File: config.mk
export PLATFORM = sky130hd
export DESIGN_NAME = page_xlate_unit
export DESIGN_NICKNAME = d
export VERILOG_FILES = /design/src/rtl/ptw_pkg.sv /design/src/rtl/ptw_ctrl.sv /design/src/rtl/ptw_datapath.sv /design/src/rtl/page_xlate_unit.sv
export SDC_FILE = /design/constraint.sdc
export NUM_CORES = 1
export LEC_CHECK = 0
export CAP_MARGIN = 25
export CORE_MARGIN = 2
export CORE_UTILIZATION = 50
export DETAILED_ROUTE_END_ITERATION = 6
export DONT_BUFFER_PORTS = 1
export PLACE_DENSITY_LB_ADDON = 0.12
export REMOVE_ABC_BUFFERS = 1
export SLEW_MARGIN = 20
export SYNTH_ARGS = -nofsm -noshare
export SYNTH_HDL_FRONTEND = slang
export SYNTH_SLANG_ARGS = --single-unit
File: constraint.sdc
create_clock -name clk -period 14.47 [get_ports clk]
set_input_delay 2.894 -clock clk [delete_from_list [all_inputs] [get_ports clk]]
set_output_delay 2.894 -clock clk [all_outputs]
set_load 0.02 [all_outputs]
File: src/rtl/ptw_pkg.sv
package ptw_pkg;

  // Strobes from control to datapath, one cycle each
  typedef struct packed {
    logic initWr;       // write the fill entry this cycle
    logic initPresent;  // resident bit for the fill entry
    logic lookupEn;     // accept the lookup request
    logic updEn;        // accept the resident-bit update
  } ptwStrobe_t;

  // Per-entry attribute flags
  typedef struct packed {
    logic persist;
    logic dirty;
    logic rdOk;
    logic wrOk;
    logic modOk;
  } pteAttr_t;

  localparam int ATTR_W = $bits(pteAttr_t);

  typedef enum logic [0:0] {
    ST_FILL = 1'b0,
    ST_RUN  = 1'b1
  } ptwState_e;

endpackage

File: src/rtl/ptw_ctrl.sv
module ptw_ctrl
  import ptw_pkg::*;
#(
  parameter int PN_W       = 8,
  parameter int FRAME_W    = 4,
  parameter int NUM_PAGES  = 256,
  parameter int NUM_FRAMES = 10
) (
  input  logic               clk,
  input  logic               rstN,
  input  logic               reqValid,
  input  logic               updValid,
  output logic               busy,
  output logic [PN_W-1:0]    fillIdx,
  output logic [FRAME_W-1:0] fillFrame,
  output ptwStrobe_t         stb
);

  localparam logic [PN_W-1:0]    LAST_PAGE  = PN_W'(NUM_PAGES - 1);
  localparam logic [FRAME_W-1:0] LAST_FRAME = FRAME_W'(NUM_FRAMES - 1);

  ptwState_e state;

  // Fill walk: one entry per clock, frame number rotates through memory
  always_ff @(posedge clk) begin
    if (!rstN) begin
      state     <= ST_FILL;
      fillIdx   <= '0;
      fillFrame <= '0;
    end else if (state == ST_FILL) begin
      fillIdx   <= fillIdx + 1'b1;
      fillFrame <= (fillFrame == LAST_FRAME) ? '0 : fillFrame + 1'b1;
      if (fillIdx == LAST_PAGE) begin
        state <= ST_RUN;
      end
    end
  end

  assign busy = (state == ST_FILL);

  always_comb begin
    stb             = '0;
    stb.initWr      = (state == ST_FILL);
    stb.initPresent = (32'(fillIdx) < NUM_FRAMES);
    stb.lookupEn    = reqValid && (state == ST_RUN);
    stb.updEn       = updValid && (state == ST_RUN);
  end

endmodule

File: src/rtl/ptw_datapath.sv
module ptw_datapath
  import ptw_pkg::*;
#(
  parameter int PN_W      = 8,
  parameter int OFF_W     = 12,
  parameter int FRAME_W   = 4,
  parameter int NUM_PAGES = 256
) (
  input  logic                    clk,
  input  logic                    rstN,
  input  ptwStrobe_t              stb,
  input  logic [PN_W-1:0]         fillIdx,
  input  logic [FRAME_W-1:0]      fillFrame,
  input  logic [PN_W+OFF_W-1:0]   reqVaddr,
  input  logic [PN_W-1:0]         updPage,
  input  logic                    updPresent,
  output logic                    respValid,
  output logic [FRAME_W+OFF_W-1:0] respPaddr,
  output logic                    respPageFault,
  output logic [ATTR_W-1:0]       respAttr
);

  // Table storage, filled by the walk rather than by reset
  logic [FRAME_W-1:0] frameTab [NUM_PAGES];
  logic               presTab  [NUM_PAGES];
  pteAttr_t           attrTab  [NUM_PAGES];

  logic [PN_W-1:0]  reqPage;
  logic [OFF_W-1:0] reqOff;

  assign reqPage = reqVaddr[PN_W+OFF_W-1:OFF_W];
  assign reqOff  = reqVaddr[OFF_W-1:0];

  // Table writes: fill walk or single-entry resident update
  always_ff @(posedge clk) begin
    if (stb.initWr) begin
      frameTab[fillIdx] <= fillFrame;
      presTab[fillIdx]  <= stb.initPresent;
      attrTab[fillIdx]  <= '0;
    end else if (stb.updEn) begin
      presTab[updPage]  <= updPresent;
    end
  end

  // Registered lookup; reads see the table before this edge's write
  always_ff @(posedge clk) begin
    if (!rstN) begin
      respValid     <= 1'b0;
      respPaddr     <= '0;
      respPageFault <= 1'b0;
      respAttr      <= '0;
    end else begin
      respValid <= stb.lookupEn;
      if (stb.lookupEn) begin
        if (presTab[reqPage]) begin
          respPaddr     <= {frameTab[reqPage], reqOff};
          respPageFault <= 1'b0;
          respAttr      <= attrTab[reqPage];
        end else begin
          respPaddr     <= '0;
          respPageFault <= 1'b1;
          respAttr      <= '0;
        end
      end
    end
  end

endmodule

File: src/rtl/page_xlate_unit.sv
module page_xlate_unit
  import ptw_pkg::*;
#(
  parameter int VA_W        = 20,
  parameter int FRAME_BYTES = 4096,
  parameter int MEM_BYTES   = 40960,
  localparam int OFF_W      = $clog2(FRAME_BYTES),
  localparam int PN_W       = VA_W - OFF_W,
  localparam int NUM_FRAMES = MEM_BYTES / FRAME_BYTES,
  localparam int FRAME_W    = (NUM_FRAMES > 1) ? $clog2(NUM_FRAMES) : 1,
  localparam int PA_W       = FRAME_W + OFF_W
) (
  input  logic              clk,
  input  logic              rstN,
  input  logic              reqValid,
  input  logic [VA_W-1:0]   reqVaddr,
  input  logic              updValid,
  input  logic [PN_W-1:0]   updPage,
  input  logic              updPresent,
  output logic              busy,
  output logic              respValid,
  output logic [PA_W-1:0]   respPaddr,
  output logic              respPageFault,
  output logic [ATTR_W-1:0] respAttr
);

  localparam int NUM_PAGES = 1 << PN_W;

  // Configuration rules checked at elaboration
  if ((VA_W % 4) != 0) begin : g_badVaWidth
    $error("virtual address width must be a multiple of 4");
  end
  if ((FRAME_BYTES % 2) != 0 || (MEM_BYTES % 2) != 0) begin : g_badEven
    $error("frame and memory sizes must be even");
  end
  if ((MEM_BYTES % FRAME_BYTES) != 0) begin : g_badMultiple
    $error("memory size must be a multiple of the frame size");
  end
  if (OFF_W > VA_W) begin : g_badFrameFit
    $error("a frame must fit inside the virtual address range");
  end

  ptwStrobe_t         stb;
  logic [PN_W-1:0]    fillIdx;
  logic [FRAME_W-1:0] fillFrame;

  ptw_ctrl #(
    .PN_W      (PN_W),
    .FRAME_W   (FRAME_W),
    .NUM_PAGES (NUM_PAGES),
    .NUM_FRAMES(NUM_FRAMES)
  ) ctrl_i (
    .clk      (clk),
    .rstN     (rstN),
    .reqValid (reqValid),
    .updValid (updValid),
    .busy     (busy),
    .fillIdx  (fillIdx),
    .fillFrame(fillFrame),
    .stb      (stb)
  );

  ptw_datapath #(
    .PN_W     (PN_W),
    .OFF_W    (OFF_W),
    .FRAME_W  (FRAME_W),
    .NUM_PAGES(NUM_PAGES)
  ) dp_i (
    .clk          (clk),
    .rstN         (rstN),
    .stb          (stb),
    .fillIdx      (fillIdx),
    .fillFrame    (fillFrame),
    .reqVaddr     (reqVaddr),
    .updPage      (updPage),
    .updPresent   (updPresent),
    .respValid    (respValid),
    .respPaddr    (respPaddr),
    .respPageFault(respPageFault),
    .respAttr     (respAttr)
  );

endmodule

==> impl_metrics.py <==
metrics = {
    "drt": {
        "drt_iter0_markers": 3267,
        "drc": 4,
        "ant_nets": 0,
        "vias_per_cell": 6.32,
        "route.vias.total": 27800,
        "finalWirelength_um": 134000,
        "routedWlPerCell_um": 30.4,
        "dr.pass1.iters": 7,
    },
    "placed_design": {
        "hpwl_um": 77600,
        "gp_congestion": 0.834,
        "dp.cells": 4145,
        "placed_area_um2": 54100,
        "dp_slack_ns": 8.23,
        "io_buffer_count": 0,
    },
    "floorplanning": {
        "die_w_um": 330,
        "io-pin-count": 57,
        "dieArea_um2": 109000,
        "start_util": 0.505,
        "die_h_um": 330,
        "row_count": 119,
        "coreArea_um2": 105000,
    },
    "timing": {
        "hold-worst-slack_ns": 0.633,
        "fmax_mhz": 178,
        "fin_skew_ns": 0.0304,
        "slew_headroom": 0.0601,
        "hold_viol_final": 0,
        "slew_viol_final": 0,
        "tightest_slew_ns": 1.41,
        "rsz0062_at_grt": "false",
        "setup_ws_ns": 8.84,
        "setup_viol": 0,
        "period_needed_ns": 5.63,
        "timing.final.crit_share": 0.389,
    },
    "pwr": {
        "switching_share": 0.204,
        "power_leakage_nw": 17.9,
        "p_int_mw": 6.33,
        "combPwrFrac": 0.037,
        "cellPowerDensity_nw_per_um2": 136,
        "p_clk_frac": 0.439,
        "switching_power_mw": 1.62,
        "ir_worst_vdd_v": 0.000113,
        "seqPwrFrac": 0.524,
    },
    "worst_setup_path": {
        "end_kind": "register",
        "r2r_slack_ns": 10.24,
        "crit_buf_inv": 0,
        "cp.arrival_ns": 6.31,
        "reg2reg_depth": 5,
        "r2r-end": "dp_i.presTab[133]",
        "crit_chain": "mux4_2 > a22oi_1 > nand2_1 > o41ai_1 > or4_1 > a21boi_2 > o2111a_1",
        "worstSetupPathType": "in -> reg",
        "cp-startpoint": "reqVaddr[12]",
        "max_stage_delay_ns": 0.78,
        "start_kind": "input port",
        "crit_fanout": 331,
        "required_ns": 15.15,
        "path_depth": 7,
        "crit_family": "compound AO/OA/AOI/OAI gates",
        "slowest_stage": "a21boi_2",
        "setup.worst_path.end": "dp_i.respPaddr[12]",
        "reg2reg_from": "ctrl_i.fillIdx[4]",
    },
    "grt": {
        "grt_pass1_wl_um": 196000,
        "overflow": 0,
        "grt_pass1_vias": 28300,
        "grt_use_total": 0.250,
        "antenna_found_initial": 2,
        "grt_max_degree": 332,
    },
    "clock_tree": {
        "clk_path_buf_depth": 3,
        "postCtsSetupBuffers": 0,
        "hold_buffers": 0,
        "cts_sinks": 1311,
        "clockRootBuffer": "clkbuf_16",
        "tritoncts": "built",
        "cts_buffers": 137,
        "clkTransAtPathRegs_ns": 0.06,
        "post_cts_resized": 0,
        "clk_latency_ns": 0.74,
        "h-tree-depth": 4,
    },
    "synth": {
        "yosys_warnings": 0,
        "ys_seq_elements": 1311,
        "synth_ff_type": "edfxtp_1",
        "synth_edf_count": 1280,
        "synthCells": 2925,
        "async_reset_ff_frac": 0,
        "mappedNetlistArea_um2": 53200,
        "syn_avg_cell_area_um2": 18.2,
        "seq_area_frac_synth": 0.734,
        "yosysUniqueCellTypes": 70,
    },
    "cells_and_area": {
        "multi_input_area_um2": 13000,
        "final_util": 0.556,
        "ff_latch_area_um2": 39100,
        "fin_area_um2": 58600,
        "layout-drive-gt1-share": 0.191,
        "area_delta_synth_final_pct": 10.2,
        "nets": 2934,
        "fillers": 8125,
        "final_common_cell": "edfxtp_1",
        "final_cells": 4398,
        "final_cell_mix": "edfxtp_1 (1280), nor2_1 (526), mux4_2 (310), clkbuf_16 (143), nand2_1 (119)",
    },
    "worst_hold_path": {
        "worstHoldPathType": "reg -> reg",
    },
    "run_status": {
        "status": "complete, but fails checks",
        "violations": "design-rule violations",
    },
    "flow_run": {
        "max_cap_viol_count": 0,
    },
}
final cells by class:
class                           count  share of cell area
Sequential cell                  1311               0.666
Timing Repair Buffer               27             0.00504
Inverter                           11            0.000704
Clock inverter                     72              0.0117
Antenna cell                        1           0.0000427
Tap cell                         1391              0.0297
Clock buffer                      176              0.0640
Multi-Input combinational cell   1409               0.222
kinds of logic after synthesis:
logic type,Yosys count,synth area share
compound gates,193,0.0272
flops,1311,0.734
simple gates,808,0.0629
xor+xnor,7,0.00115
mux,392,0.151
buf+inv,209,0.0223
fa+ha+maj,4,0.000941
other cells,1,0.0000705
cells in the mapped netlist, drive strengths merged (10+ instances only):
cell	instances	area, um2
a21oi	18	90.1
a22o	21	184
a22oi	42	320
and2	15	93.8
and3	10	62.6
buf	88	731
clkbuf	110	414
dfxtp	31	621
edfxtp	1280	38400
mux2	10	113
mux2i	57	571
mux4	325	7380
nand2	135	507
nand3	46	230
nand3b	12	90.1
nor2	527	1980
nor2b	17	106
nor3	13	65.1
o21ai	19	95.1
o221ai	13	114
o22ai	13	81.3
o31ai	11	82.6
worst min path at each step:
stage | startpoint | to | cells past startpoint | slack (ns)
2_1_floorplan | ctrl_i.fillIdx[1] | ctrl_i.fillIdx[1] | 2 | 0.59
3_3_place_gp | dp_i.respPaddr[11] | dp_i.respPaddr[11] | 1 | 0.62
3_5_place_dp | dp_i.respPaddr[3] | dp_i.respPaddr[3] | 1 | 0.62
4_1_cts | dp_i.respPaddr[3] | dp_i.respPaddr[3] | 1 | 0.63
5_1_grt | dp_i.respPaddr[0] | dp_i.respPaddr[0] | 1 | 0.65
6_report | dp_i.respPaddr[0] | dp_i.respPaddr[0] | 1 | 0.63
sequential cells by signal, indices dropped and copies added, names as in the netlist:
register / flops
dp_i.frameTab: 1024
dp_i.respPaddr: 16
ctrl_i.state: 1
ctrl_i.fillIdx: 8
ctrl_i.fillFrame: 4
dp_i.respValid: 1
dp_i.presTab: 256
dp_i.respPageFault: 1
worst reg2reg max path, stage by stage (launching register included):
cell and delay, ns:
dfxtp_1 0.52, nor2_1 0.46, nand3_1 0.26, o21ai_4 0.80, buf_4 0.93, buf_4 0.89
routing by layer:
metal / routed length [um] / global-route usage / vias to the layer above / share of wire
met4: 4250 / 0.0816 / 0 / 0.032
met3: 10400 / 0.0483 / 239 / 0.078
li1: - / - / 11600 / -
met1: 55000 / 0.357 / 14700 / 0.41
met2: 64200 / 0.394 / 1211 / 0.48
met5: 0 / 0 / - / 0
power by group through the flow:
stage | clock (mW) | combinational [mW] | sequential, mW
global placement | 0 | 0.278 | 4.25
detailed placement | 0 | 0.283 | 4.25
finish | 3.49 | 0.294 | 4.17
floorplan | 0 | 0.163 | 4.27
global route | 3.69 | 0.306 | 4.17
CTS | 3.55 | 0.283 | 4.17
stage by stage:
| step | TNS, ns | power, mW |
|---|---|---|
| detailed placement | 0 | 4.54 |
| global placement | 0 | 4.53 |
| finish | 0 | 7.95 |
| floorplan | -275.54 | 4.43 |
| CTS | 0 | 8.00 |
| global route | 0 | 8.16 |
No activity file was read; power rests on OpenSTA's default activity.
